### config.mk
export PLATFORM = sky130hd
export DESIGN_NAME = gpio_bank_regs
export DESIGN_NICKNAME = d
export VERILOG_FILES = /design/src/rtl/gpio_mb_pkg.sv /design/src/rtl/gpio_mb_sync.sv /design/src/rtl/gpio_mb_field.sv /design/src/rtl/gpio_mb_bank.sv /design/src/rtl/gpio_bank_regs.sv
export SDC_FILE = /design/constraint.sdc
export NUM_CORES = 2
export LEC_CHECK = 0
export BUFFER_PORTS_ARGS = -buffer_cell sky130_fd_sc_hd__buf_4
export CAP_MARGIN = 20
export CORE_MARGIN = 1.5
export CORE_UTILIZATION = 40
export DETAILED_ROUTE_END_ITERATION = 7
export GPL_TIMING_DRIVEN = 0
export PLACE_DENSITY = 0.63
export SYNTH_ARGS = -nofsm -noshare
export SYNTH_HDL_FRONTEND = slang
export SYNTH_SLANG_ARGS = --single-unit
### constraint.sdc
create_clock -name clk -period 5.1 [get_ports clk]
set_input_delay 0.255 -clock clk [delete_from_list [all_inputs] [get_ports clk]]
set_output_delay 0.255 -clock clk [all_outputs]
set_load 0.1 [all_outputs]
### src/rtl/gpio_mb_pkg.sv
package gpio_mb_pkg;
   // Word layout of one bank group (nine words, 0x24 bytes)
   localparam int        WORDS_PER_BANK = 9;
   localparam logic [3:0] OFF_FN_LAST   = 4'd3;
   localparam logic [3:0] OFF_DATA      = 4'd4;
   localparam logic [3:0] OFF_DRV0      = 4'd5;
   localparam logic [3:0] OFF_DRV1      = 4'd6;
   localparam logic [3:0] OFF_PUL0      = 4'd7;
   localparam logic [3:0] OFF_PUL1      = 4'd8;

   typedef logic [2:0] fn_code_t;
   typedef logic [1:0] pad_code_t;

   localparam fn_code_t  FN_INPUT   = 3'd0;
   localparam fn_code_t  FN_OUTPUT  = 3'd1;
   localparam pad_code_t DRV_RESET  = 2'd1;
   localparam pad_code_t PULL_RESET = 2'd0;
endpackage

### src/rtl/gpio_mb_sync.sv
module gpio_mb_sync #(
   parameter int W = 32
) (
   input  logic         clk,
   input  logic         rst_n,
   input  logic [W-1:0] d,
   output logic [W-1:0] q
);
   logic [W-1:0] stage1_q;
   logic [1:0]   since_rst_q;

   always_ff @(posedge clk or negedge rst_n) begin
      if (!rst_n) begin
         stage1_q <= '0;
         q        <= '0;
      end else begin
         stage1_q <= d;
         q        <= stage1_q;
      end
   end

   // cycles since reset, saturating, used only to bound the look-back
   always_ff @(posedge clk or negedge rst_n) begin
      if (!rst_n)                 since_rst_q <= 2'd0;
      else if (since_rst_q != 2'd2) since_rst_q <= since_rst_q + 2'd1;
   end

   // synchronized value is the input seen two edges earlier
   a_r6_two_flop_delay: assert property (@(posedge clk) disable iff (!rst_n)
      (since_rst_q == 2'd2) |-> (q == $past(d, 2)));
endmodule

### src/rtl/gpio_mb_field.sv
// Array of per-pin codes packed SLOTS to a 32-bit word, SLOT_W bits per slot,
// FW meaningful bits per slot. Slots of absent pins read 0.
module gpio_mb_field #(
   parameter int             PINS   = 32,
   parameter int             FW     = 3,
   parameter int             SLOT_W = 4,
   parameter int             SLOTS  = 8,
   parameter int             NWORDS = 4,
   parameter logic [FW-1:0]  RST    = '0,
   localparam int            IDX_W  = (NWORDS > 1) ? $clog2(NWORDS) : 1
) (
   input  logic               clk,
   input  logic               rst_n,
   input  logic               wr_en,
   input  logic [IDX_W-1:0]   wr_word,
   input  logic [31:0]        wdata,
   input  logic [IDX_W-1:0]   rd_word,
   output logic [31:0]        rd_data,
   output logic [PINS*FW-1:0] fields
);
   if (SLOTS * SLOT_W != 32) begin : g_bad_pack
      $error("gpio_mb_field: SLOTS*SLOT_W must be 32");
   end
   if (FW > SLOT_W) begin : g_bad_width
      $error("gpio_mb_field: FW exceeds SLOT_W");
   end
   if (PINS > SLOTS * NWORDS) begin : g_bad_words
      $error("gpio_mb_field: too few words for PINS");
   end

   logic [PINS*FW-1:0] fld_q;

   always_ff @(posedge clk or negedge rst_n) begin
      if (!rst_n) begin
         fld_q <= {PINS{RST}};
      end else if (wr_en) begin
         for (int p = 0; p < PINS; p++) begin
            if (IDX_W'(p / SLOTS) == wr_word)
               fld_q[p*FW +: FW] <= wdata[(p % SLOTS)*SLOT_W +: FW];
         end
      end
   end

   always_comb begin
      rd_data = '0;
      for (int p = 0; p < PINS; p++) begin
         if (IDX_W'(p / SLOTS) == rd_word)
            rd_data[(p % SLOTS)*SLOT_W +: FW] = fld_q[p*FW +: FW];
      end
   end

   assign fields = fld_q;
endmodule

### src/rtl/gpio_mb_bank.sv
module gpio_mb_bank
   import gpio_mb_pkg::*;
#(
   parameter int PINS   = 32,
   parameter int ADDR_W = 8,
   parameter int BASE   = 0
) (
   input  logic               clk,
   input  logic               rst_n,
   input  logic [ADDR_W-1:0]  bus_addr,
   input  logic               bus_we,
   input  logic [31:0]        bus_wdata,
   input  logic [PINS-1:0]    in_sync,
   output logic [31:0]        rdata,
   output logic [PINS-1:0]    pin_out,
   output logic [PINS-1:0]    pin_oe,
   output logic [PINS*2-1:0]  pin_drive,
   output logic [PINS*2-1:0]  pin_pull
);
   localparam int AW1 = ADDR_W + 1;

   logic [AW1-1:0] rel;
   logic           sel;
   logic [3:0]     off;

   assign rel = {1'b0, bus_addr} - AW1'(BASE);
   assign sel = ({1'b0, bus_addr} >= AW1'(BASE)) && (rel < AW1'(WORDS_PER_BANK));
   assign off = rel[3:0];

   logic wr;
   logic fn_wr, dat_wr, drv_wr, pul_wr;
   assign wr     = bus_we && sel;
   assign fn_wr  = wr && (off <= OFF_FN_LAST);
   assign dat_wr = wr && (off == OFF_DATA);
   assign drv_wr = wr && ((off == OFF_DRV0) || (off == OFF_DRV1));
   assign pul_wr = wr && ((off == OFF_PUL0) || (off == OFF_PUL1));

   logic [31:0]       fn_rd, drv_rd, pul_rd;
   logic [PINS*3-1:0] fn_flat;

   gpio_mb_field #(.PINS(PINS), .FW(3), .SLOT_W(4), .SLOTS(8), .NWORDS(4),
                   .RST(FN_INPUT)) u_fn (
      .clk(clk), .rst_n(rst_n), .wr_en(fn_wr), .wr_word(off[1:0]),
      .wdata(bus_wdata), .rd_word(off[1:0]), .rd_data(fn_rd), .fields(fn_flat));

   gpio_mb_field #(.PINS(PINS), .FW(2), .SLOT_W(2), .SLOTS(16), .NWORDS(2),
                   .RST(DRV_RESET)) u_drv (
      .clk(clk), .rst_n(rst_n), .wr_en(drv_wr), .wr_word(off == OFF_DRV1),
      .wdata(bus_wdata), .rd_word(off == OFF_DRV1), .rd_data(drv_rd),
      .fields(pin_drive));

   gpio_mb_field #(.PINS(PINS), .FW(2), .SLOT_W(2), .SLOTS(16), .NWORDS(2),
                   .RST(PULL_RESET)) u_pul (
      .clk(clk), .rst_n(rst_n), .wr_en(pul_wr), .wr_word(off == OFF_PUL1),
      .wdata(bus_wdata), .rd_word(off == OFF_PUL1), .rd_data(pul_rd),
      .fields(pin_pull));

   // Output latches: one write updates all pins of the bank together
   logic [PINS-1:0] lat_q;
   always_ff @(posedge clk or negedge rst_n) begin
      if (!rst_n)      lat_q <= '0;
      else if (dat_wr) lat_q <= bus_wdata[PINS-1:0];
   end
   assign pin_out = lat_q;

   logic [PINS-1:0] dat_view;
   for (genvar p = 0; p < PINS; p++) begin : g_pin
      assign pin_oe[p]   = (fn_flat[p*3 +: 3] == FN_OUTPUT);
      assign dat_view[p] = pin_oe[p] ? lat_q[p] : in_sync[p];
   end

   always_comb begin
      rdata = '0;
      if (sel) begin
         if (off <= OFF_FN_LAST)                        rdata = fn_rd;
         else if (off == OFF_DATA)                      rdata = 32'(dat_view);
         else if (off == OFF_DRV0 || off == OFF_DRV1)   rdata = drv_rd;
         else                                           rdata = pul_rd;
      end
   end

   // all latches take the written word on the following edge
   a_r5_data_word_load: assert property (@(posedge clk) disable iff (!rst_n)
      dat_wr |=> (pin_out == $past(bus_wdata[PINS-1:0])));

   // slot 0 code decides pin 0 output enable one clock after the write
   a_r3_oe_after_fn_write: assert property (@(posedge clk) disable iff (!rst_n)
      (fn_wr && off == 4'd0) |=> (pin_oe[0] == ($past(bus_wdata[2:0]) == FN_OUTPUT)));

   // no write addressed here leaves every register of this bank unchanged
   a_r9_hold_without_write: assert property (@(posedge clk) disable iff (!rst_n)
      !wr |=> $stable({fn_flat, pin_drive, pin_pull, lat_q}));
endmodule

### src/rtl/gpio_bank_regs.sv
module gpio_bank_regs
   import gpio_mb_pkg::*;
#(
   parameter int NUM_BANKS     = 4,
   parameter int PINS_PER_BANK = 32,
   parameter int ADDR_W        = 8,
   localparam int NPIN         = NUM_BANKS * PINS_PER_BANK,
   localparam int TOTAL_WORDS  = NUM_BANKS * WORDS_PER_BANK
) (
   input  logic              clk,
   input  logic              rst_n,
   input  logic [ADDR_W-1:0] bus_addr,
   input  logic              bus_we,
   input  logic [31:0]       bus_wdata,
   output logic [31:0]       bus_rdata,
   input  logic [NPIN-1:0]   pad_in,
   output logic [NPIN-1:0]   pad_out,
   output logic [NPIN-1:0]   pad_oe,
   output logic [NPIN*2-1:0] pad_drive,
   output logic [NPIN*2-1:0] pad_pull
);
   if (PINS_PER_BANK < 1 || PINS_PER_BANK > 32) begin : g_bad_pins
      $error("gpio_bank_regs: PINS_PER_BANK must be 1..32");
   end
   if (NUM_BANKS < 1) begin : g_bad_banks
      $error("gpio_bank_regs: NUM_BANKS must be at least 1");
   end
   if (ADDR_W < 4 || TOTAL_WORDS > (1 << ADDR_W)) begin : g_bad_addr
      $error("gpio_bank_regs: ADDR_W too narrow for the bank groups");
   end

   logic [NPIN-1:0] in_sync;

   gpio_mb_sync #(.W(NPIN)) u_sync (
      .clk(clk), .rst_n(rst_n), .d(pad_in), .q(in_sync));

   logic [31:0] bank_rd [NUM_BANKS];

   for (genvar b = 0; b < NUM_BANKS; b++) begin : g_bank
      gpio_mb_bank #(
         .PINS(PINS_PER_BANK), .ADDR_W(ADDR_W), .BASE(b * WORDS_PER_BANK)
      ) u_bank (
         .clk       (clk),
         .rst_n     (rst_n),
         .bus_addr  (bus_addr),
         .bus_we    (bus_we),
         .bus_wdata (bus_wdata),
         .in_sync   (in_sync[b*PINS_PER_BANK +: PINS_PER_BANK]),
         .rdata     (bank_rd[b]),
         .pin_out   (pad_out[b*PINS_PER_BANK +: PINS_PER_BANK]),
         .pin_oe    (pad_oe[b*PINS_PER_BANK +: PINS_PER_BANK]),
         .pin_drive (pad_drive[b*PINS_PER_BANK*2 +: PINS_PER_BANK*2]),
         .pin_pull  (pad_pull[b*PINS_PER_BANK*2 +: PINS_PER_BANK*2])
      );
   end

   always_comb begin
      bus_rdata = '0;
      for (int b = 0; b < NUM_BANKS; b++) bus_rdata = bus_rdata | bank_rd[b];
   end

   // addresses past the last bank group return zero
   a_r1_unmapped_reads_zero: assert property (@(posedge clk) disable iff (!rst_n)
      ({1'b0, bus_addr} >= (ADDR_W+1)'(TOTAL_WORDS)) |-> (bus_rdata == 32'd0));
endmodule

==> impl_metrics.yaml <==
setup_path:
  crit_family: "buffers and inverters"
  path_buf_inv: 6
  slowest_delay_ns: 0.95
  rr_worst_depth: 1
  critPathCaptureType: "output pin"
  cp_slowest_cell: "o311ai_0"
  cp_cell_sequence: "buf_4 -> buf_2 -> inv_1 -> ha_1 -> inv_1 -> clkbuf_2 -> o221ai_1 -> a32oi_1 -> o311ai_0 -> nand4_1 -> buf_4"
  cp_data_required_time_ns: 4.85
  rr_endpoint: "g_bank[1].u_bank.u_pul.fields[38]$_DFFE_PN0P_"
  timing.rr.start: "g_bank[1].u_bank.u_pul.fields[38]$_DFFE_PN0P_"
  arrival_ns: 5.08
  r2r_setup_slack_ns: 4.09
  path_class: "in -> out"
  path_max_fanout: 10
  worst_setup_path_start_kind: "input pin"
clock_tree:
  htree_levels: 4
  post_cts_buffers: 0
  cts.sinks: 1280
  cts_buffer_depth: 3
  root_buffer: "clkbuf_16"
  cts_tree: "yes"
  cts.reportedPaths.clkPinSlew_ns: 0.06
  clock_latency_ns: 0.83
  cts_made_buffers: 145
detailed_routing:
  via_per_inst: 6.232
  ant_nets: 0
  vias: 47180
  wl_microns: 305400
  dr.pass1.iters: 6
  wl_per_cell_microns: 40.34
  drt_iter0_drc: 5557
  drc_errors: 0
floorplanning:
  dieArea_sq_um: 142600
  initial_core_util_pct: 40.28
  ios: 971
  rows: 137
  fp.dieH_microns: 377.6
  dieWidth_microns: 377.6
  core_sq_um: 139400
logic_synthesis:
  synthCells: 4232
  ys_seq_area_share_pct: 57.35
  synth-async-reset-ratio_pct: 100.0
  synth_most_common_cell: "dfrtp_1"
  avgSynthCellArea_sq_um: 13.26
  synthTopCellsByCount: "dfrtp_1 (1152), mux2_2 (1022), clkbuf_1 (281), mux2i_1 (202), o21ai_0 (191)"
  ys.flop_type: "dfrtp_1"
  yosys-top-cells-area: "dfrtp_1 (51%), mux2_2 (21%), dfstp_2 (6.0%)"
  synth-edff-count: 0
  yosys.area.top_type: "dfrtp_1"
  synth.top_cell.area_share_pct: 51.36
  syn-cell-area_sq_um: 56130
  syn-num-nets: 4411
  yosys_register_bits: 1280
  yosysUniqueCellTypes: 61
  ys_warn_count: 0
cells_and_area:
  utilization_pct: 53.03
  fin_area_sq_um: 73900
  drive_above_1_share_pct: 46.01
  syn2layout_area_growth_pct: 31.66
  layoutNonFillerInstCount: 7570
  nNetsFinal: 5734
timing:
  postLayoutSetupSlackWorst_ns: -0.2316
  finalSetupViolCount: 15
  grt_setup_unrepaired: "yes"
  fin_crit_sh_pct: 104.5
  finalClockSkew_ns: 0.02730
  slew_violations: 0
  period_minus_slack_ns: 5.332
  setup-tns-final_ns: -1.040
  fmax_mhz: 187.6
  tightest_slew_ns: 1.336
  hold_viol: 0
  whs_ns: 0.06143
  timing.slew.headroom_pct: 10.95
power:
  irDropWorstVdd_uv: 272.4
  leakagePower_nw: 35.40
  power_density_nw_per_um2: 363.0
status:
  status: "finished, violations left"
  violations: "setup timing"
placed_design:
  post-place-cells: 7121
  place_area_sq_um: 66680
  gp_congestion: 1.001
  dp_hpwl_microns: 237800
  io_buffers: 961
hold_path:
  hold_path_class: "in -> reg"
  min-delay-start: "bus_wdata[27]"
  min_delay_path_depth: 2
  hold_end: "g_bank[1].u_bank.u_pul.fields[27]$_DFFE_PN0P_"
grt:
  antenna_found_initial: 59
  grt_pass1_wl_microns: 400300
  grt_pass1_vias: 45660
  grt.total_usage_pct: 41.91
  grt_max_degree: 179
  overflow: 0
run:
  max_cap_viol_count: 0
[timing repair]
item                       4_1_cts  5_1_grt
hold endpoints to repair       622        1
hold buffers                   156        1
setup endpoints to repair       32       25
resized for setup               52       57
pin swaps                        5       13
[sequential cells by signal, summed over array words and instances, names as in the netlist]
name	count
g_bank.u_bank.pin_out	128
g_bank.u_bank.u_drv.fields	256
g_bank.u_bank.u_fn.fields	384
g_bank.u_bank.u_pul.fields	256
u_sync.q	128
u_sync.stage1_q	128
[report_power, final]
part | switching [mW] | leakage [nW] | internal (mW)
Clock | 4.65 | 2.48 | 6.60
Sequential | 0.358 | 16.7 | 10.6
Combinational | 3.58 | 16.2 | 1.06
[worst max path at each step]
stage / from / endpoint / slack, ns / depth (start not counted)
floorplan: g_bank[0].u_bank.u_fn.fields[89]$_DFFE_PN0P_ / bus_rdata[29] / 0.51 / 5
global route: bus_addr[0] / bus_rdata[27] / -0.009 / 13
CTS: bus_addr[2] / bus_rdata[24] / 0.0005 / 14
finish: bus_addr[0] / bus_rdata[29] / -0.23 / 11
global placement: rst_n / u_sync.stage1_q[21]$_DFF_PN0_ / -11.87 / 1
detailed placement: bus_addr[1] / bus_rdata[22] / -0.99 / 13
[through the flow]
step	setup WS, ns	power (mW)
6_report	-0.2316	26.83
2_1_floorplan	0.5132	13.60
5_1_grt	-0.008506	27.36
3_5_place_dp	-0.9927	15.51
4_1_cts	0.0005458	26.75
3_3_place_gp	-11.87	15.40
[cells in the final DEF, fill, tap and decap left out, types with 22 or more instances in the layout]
master / n
dfrtp_1: 1152
mux2_2: 1022
buf_4: 981
clkbuf_1: 271
mux2i_1: 202
o21ai_0: 184
dlygate4sd3_1: 156
clkbuf_16: 148
nand2_1: 133
dfstp_2: 128
nor3b_1: 125
a221oi_1: 103
nor2_1: 96
o22ai_1: 76
o221ai_1: 75
buf_2: 73
o211ai_1: 51
nand4_1: 46
clkbuf_2: 43
nand3_1: 41
a22oi_1: 32
a211oi_1: 31
and3_1: 31
clkbuf_8: 30
buf_8: 30
a311oi_1: 26
o311ai_0: 24
o221ai_2: 22
[final cells by class]
class | instances | area [sq um]
Fill cell | 12180 | 65460
Inverter | 14 | 52.55
Sequential cell | 1280 | 32190
Buffer | 389 | 1673
Clock buffer | 213 | 4248
Timing Repair Buffer | 1177 | 9836
Multi-Input combinational cell | 2548 | 22650
Tap cell | 1876 | 2347
Clock inverter | 56 | 867.1
Antenna cell | 17 | 42.54
[metal layers]
layer  up-vias  global-route usage (%)  wire [microns]
met5         -                       0             163
met4        28                   26.22           22290
met3       772                   12.82           31340
met2      2986                   64.00          136900
met1     24870                   51.71          114700
li1      18520                       -               -
[kinds of logic after synthesis]
group / synth area share [%]
adders and majority gates: 0.1783
and+or+nand+nor: 5.363
AOI/OAI and AO/OA: 9.643
muxes: 24.31
DFF: 57.35
buffers and inverters: 2.976
xor gates and xnor gates: 0.1828
(Power assumes the default switching activity.)
